<file path="src/rtl/vs_irq_compose.sv">
module vs_irq_compose #(
  parameter int GEILEN = 8,
  parameter int XW     = 64
) (
  input  logic            clk,
  input  logic            rst,
  input  logic            vip_we,
  input  logic [2:0]      vip_wdata,
  input  logic            m_ssip_vld,
  input  logic            m_ssip_dat,
  input  logic            h_ssip_vld,
  input  logic            h_ssip_dat,
  input  logic            s_ssip_vld,
  input  logic            s_ssip_dat,
  input  logic [GEILEN:0] gext_pend,
  input  logic [GEILEN:0] gext_en,
  input  logic [XW-1:0]   hstat,
  input  logic            plat_vseip,
  input  logic [XW-1:0]   now,
  input  logic [XW-1:0]   tdelta,
  input  logic [XW-1:0]   tcmp,
  output logic [2:0]      vip_q,
  output logic            vseip,
  output logic            vstip,
  output logic            sgeip,
  output logic            vssip
);
  localparam int SELW = 6;
  localparam int SELL = 12;

  logic [SELW-1:0] sel;
  logic [GEILEN:0] gmask;
  logic            gsel_bit;
  logic            alias_any;
  logic            alias_dat;
  logic [XW-1:0]   vtime;

  assign sel       = hstat[SELL+SELW-1:SELL];
  assign gmask     = {{GEILEN{1'b1}}, 1'b0};
  assign alias_any = m_ssip_vld | h_ssip_vld | s_ssip_vld;
  assign alias_dat = (m_ssip_vld & m_ssip_dat) | (h_ssip_vld & h_ssip_dat) |
                     (s_ssip_vld & s_ssip_dat);

  always_comb begin
    gsel_bit = 1'b0;
    for (int i = 1; i <= GEILEN; i++)
      if (sel == SELW'(i)) gsel_bit = gext_pend[i];
  end

  always_ff @(posedge clk) begin
    if (rst) begin
      vip_q <= '0;
    end else begin
      if (vip_we) vip_q[2:1] <= vip_wdata[2:1];
      if (alias_any)   vip_q[0] <= alias_dat;
      else if (vip_we) vip_q[0] <= vip_wdata[0];
    end
  end

  assign vtime = now + tdelta;
  assign vseip = vip_q[2] | gsel_bit | plat_vseip;
  assign vstip = vip_q[1] | (vtime >= tcmp);
  assign sgeip = |(gext_pend & gext_en & gmask);
  assign vssip = vip_q[0];
endmodule


</file>
<file path="config.mk">
export PLATFORM = sky130hd
export DESIGN_NAME = vs_irq_compose
export DESIGN_NICKNAME = d
export VERILOG_FILES = /design/src/rtl/vs_irq_compose.sv
export SDC_FILE = /design/constraint.sdc
export NUM_CORES = 1
export LEC_CHECK = 0
export BUFFER_PORTS_ARGS = -buffer_cell sky130_fd_sc_hd__buf_4
export CORE_UTILIZATION = 45
export DETAILED_ROUTE_END_ITERATION = 8
export GPL_TIMING_DRIVEN = 0
export PLACE_DENSITY = 0.8
export SYNTH_ARGS = -nofsm -noshare
export SYNTH_HDL_FRONTEND = slang
export SYNTH_SLANG_ARGS = --single-unit
</file>
<file path="constraint.sdc">
create_clock -name clk -period 5.6 [get_ports clk]
set_input_delay 0.28 -clock clk [delete_from_list [all_inputs] [get_ports clk]]
set_output_delay 0.28 -clock clk [all_outputs]
set_load 0.005 [all_outputs]
</file>
==> flow_metrics.tcl <==
set metrics [dict create \
    syn-cell-area_mm2 0.00555 \
    cp_data_arrival_time_ps 4980 \
    portBuffers 233 \
    timing.final.crit_period_ps 5260 \
    synth_top_area_share 0.286 \
    drcViolationCount 0 \
    grt_pass1_wl_um 26200 \
    grt.total_usage 0.249 \
    ys_warn_count 0 \
    synth_edf_count 0 \
    critical_path_required_ps 5320 \
    die-area_mm2 0.0128 \
    run_status "finished, final reports clean" \
    totalWireLength_um 16600 \
    core_mm2 0.0120 \
    synth_cells 777 \
    numCtsBuffers 3 \
    relSlewSlack 0.679 \
    grt_antenna_before_repair 0 \
    largest-register "vip_q" \
    grt_max_degree 11 \
    viasPerCell 5.63 \
    firstDrtPassIters 5 \
    gp_congestion 0.893 \
    crit_path_end_kind "output pin" \
    tightest_slew_ps 469 \
    power.density_mw_per_mm2 135 \
    total_power_mw 1.02 \
    wl_per_cell_um 14.3 \
    rsz0062_at_grt "no" \
    ys_async_sr_fraction 0 \
    seqCellArea_um2 60.1 \
    avgSynthCellArea_um2 7.14 \
    floorplan.initialDensity 0.462 \
    synth_area_leaders "ha_1 29%, a21oi_1 8.2%, a21o_1 7.4%, xnor2_1 6.3%, inv_1 6.1%" \
    num_rows 40 \
    n_fill_cell 1144 \
    setup_viol 0 \
    fin_setup_tns_ps 0 \
    drv_slew 0 \
    slowest_stage "fa_1" \
    ir_drop_uv 70.8 \
    die-width_um 113 \
    ctsRootBufferMaster "clkbuf_16" \
    timing.final.crit_share 0.939 \
    reg_top3 "vip_q: 3 flops" \
    start_kind "input port" \
    synthesis.nets 1192 \
    cts_htree_levels 1 \
    cts.path.max_buffers 2 \
    num_antenna_cells 0 \
    grt_pass1_vias 5863 \
    ant_nets 0 \
    hold_path.class "in2reg" \
    cp_max_fo 4 \
    area_growth_pct 36.8 \
    nets 1432 \
    via_count 6548 \
    ys_ff_latch 3 \
    ys_seq_area_frac 0.0108 \
    clock.fmax_ghz 0.190 \
    cts_sinks 3 \
    skew_ps 0 \
    synthFlopType "dfxtp_1" \
    final_cell_mix "236 x buf_4, 127 x ha_1, 91 x a21oi_1" \
    fin_hold_ws_ps 235 \
    p_leak_nw 4.08 \
    cap_violations 0 \
    grt-ovfl-total 0 \
    layout-drive-gt1-share 0.262 \
    critPathKind "in2out" \
    synth_largest_area_cell "ha_1" \
    largest_reg_flops 3 \
    synth_cell_type_count 76 \
    cts_tree "done" \
    ios 294 \
    drt_iter0_drc 358 \
    multiInputGateArea_mm2 0.00510 \
    max_stage_delay_ps 390 \
    chipHeight_um 113 \
    hpwl_um 14700 \
    clock_latency_ps 220 \
    hold_viol 0 \
    cts.clk_slew.worst_paths_ps 30 \
    layout_commonest_cell "buf_4" \
]
## area by class of cell
| class | count | area share |
|---|---|---|
| clock buffer | 4 | 0.0104 |
| buffer | 16 | 0.00873 |
| sequential | 3 | 0.00791 |
| timing repair buffer | 235 | 0.232 |
| inverter | 90 | 0.0445 |
| tap | 147 | 0.0242 |
| multi-input combinational | 668 | 0.672 |
## cells by family after synthesis
kind of cell	share of synthesized area
compound gates	0.354
simple gates	0.169
fa+ha+maj	0.290
buf+inv	0.0728
xor+xnor	0.0915
mux	0.0115
flops	0.0108
## critical path, delay by kind of cell
| family | cells | cell delay [ps] |
|---|---|---|
| adders and majority gates | 3 | 880 |
| buffers and inverters | 3 | 300 |
| AOI/OAI and AO/OA | 14 | 2960 |
| and+or+nand+nor | 5 | 580 |
## path summary, 6_finish.rpt
| path | startpoint | end | slack [ps] | cells after the start |
|---|---|---|---|---|
| setup / recovery | now[0] | vstip | 340 | 25 |
| hold / removal | rst | vip_q[0] | 230 | 2 |
| setup reg to reg | vip_q[0] | vip_q[0] | 4580 | 3 |
| hold reg to reg | vip_q[1] | vip_q[1] | 540 | 2 |
## layer usage
| metal | GRT usage | vias to the layer above | wire length, µm | share of wire |
|---|---|---|---|---|
| met1 | 0.316 | 2910 | 7400 | 0.45 |
| met2 | 0.439 | 250 | 7650 | 0.46 |
| met3 | 0.0204 | 30 | 1090 | 0.066 |
| li1 | - | 3358 | - | - |
| met5 | 0 | - | 0 | 0 |
| met4 | 0.0886 | 0 | 461 | 0.028 |
## where the power goes
| part | internal (mW) | leakage (nW) | total (mW) | switching (mW) |
|---|---|---|---|---|
| clock network | 0.0940 | 0.0382 | 0.115 | 0.0205 |
| logic | 0.440 | 4.02 | 0.886 | 0.446 |
| registers | 0.0230 | 0.0249 | 0.0242 | 0.00118 |
## stage by stage
step	std cells	utilization	worst slack, ps	cell area (µm²)
after floorplan	777	-	1080	5550
after global placement	1157	0.623	197	7480
after detailed placement	1157	0.623	148	7480
after CTS	1161	0.630	136	7560
after global routing	1163	0.632	14.3	7590
final	1163	0.632	340	7590
## timing repair
item / in CTS / in global routing
buffers inserted: 0 / 2
endpoints found under the setup margin: 0 / 1
hold buffers: 0 / 0
gates resized for setup: 0 / 3
## cells in the mapped netlist (all sizes together), types with 5 or more instances
cell type,count
ha,127
a21oi,94
inv,90
a21o,55
nand2,51
o21ai,44
nor2,43
xnor2,40
nand4,28
o21bai,19
xor2,18
clkbuf,13
nand3,13
o31ai,13
a31oi,10
o21a,9
and3,8
a211oi,7
nor2b,7
nor3,6
nor4,5
o211ai,5
No activity file was read; power rests on OpenSTA's default activity.
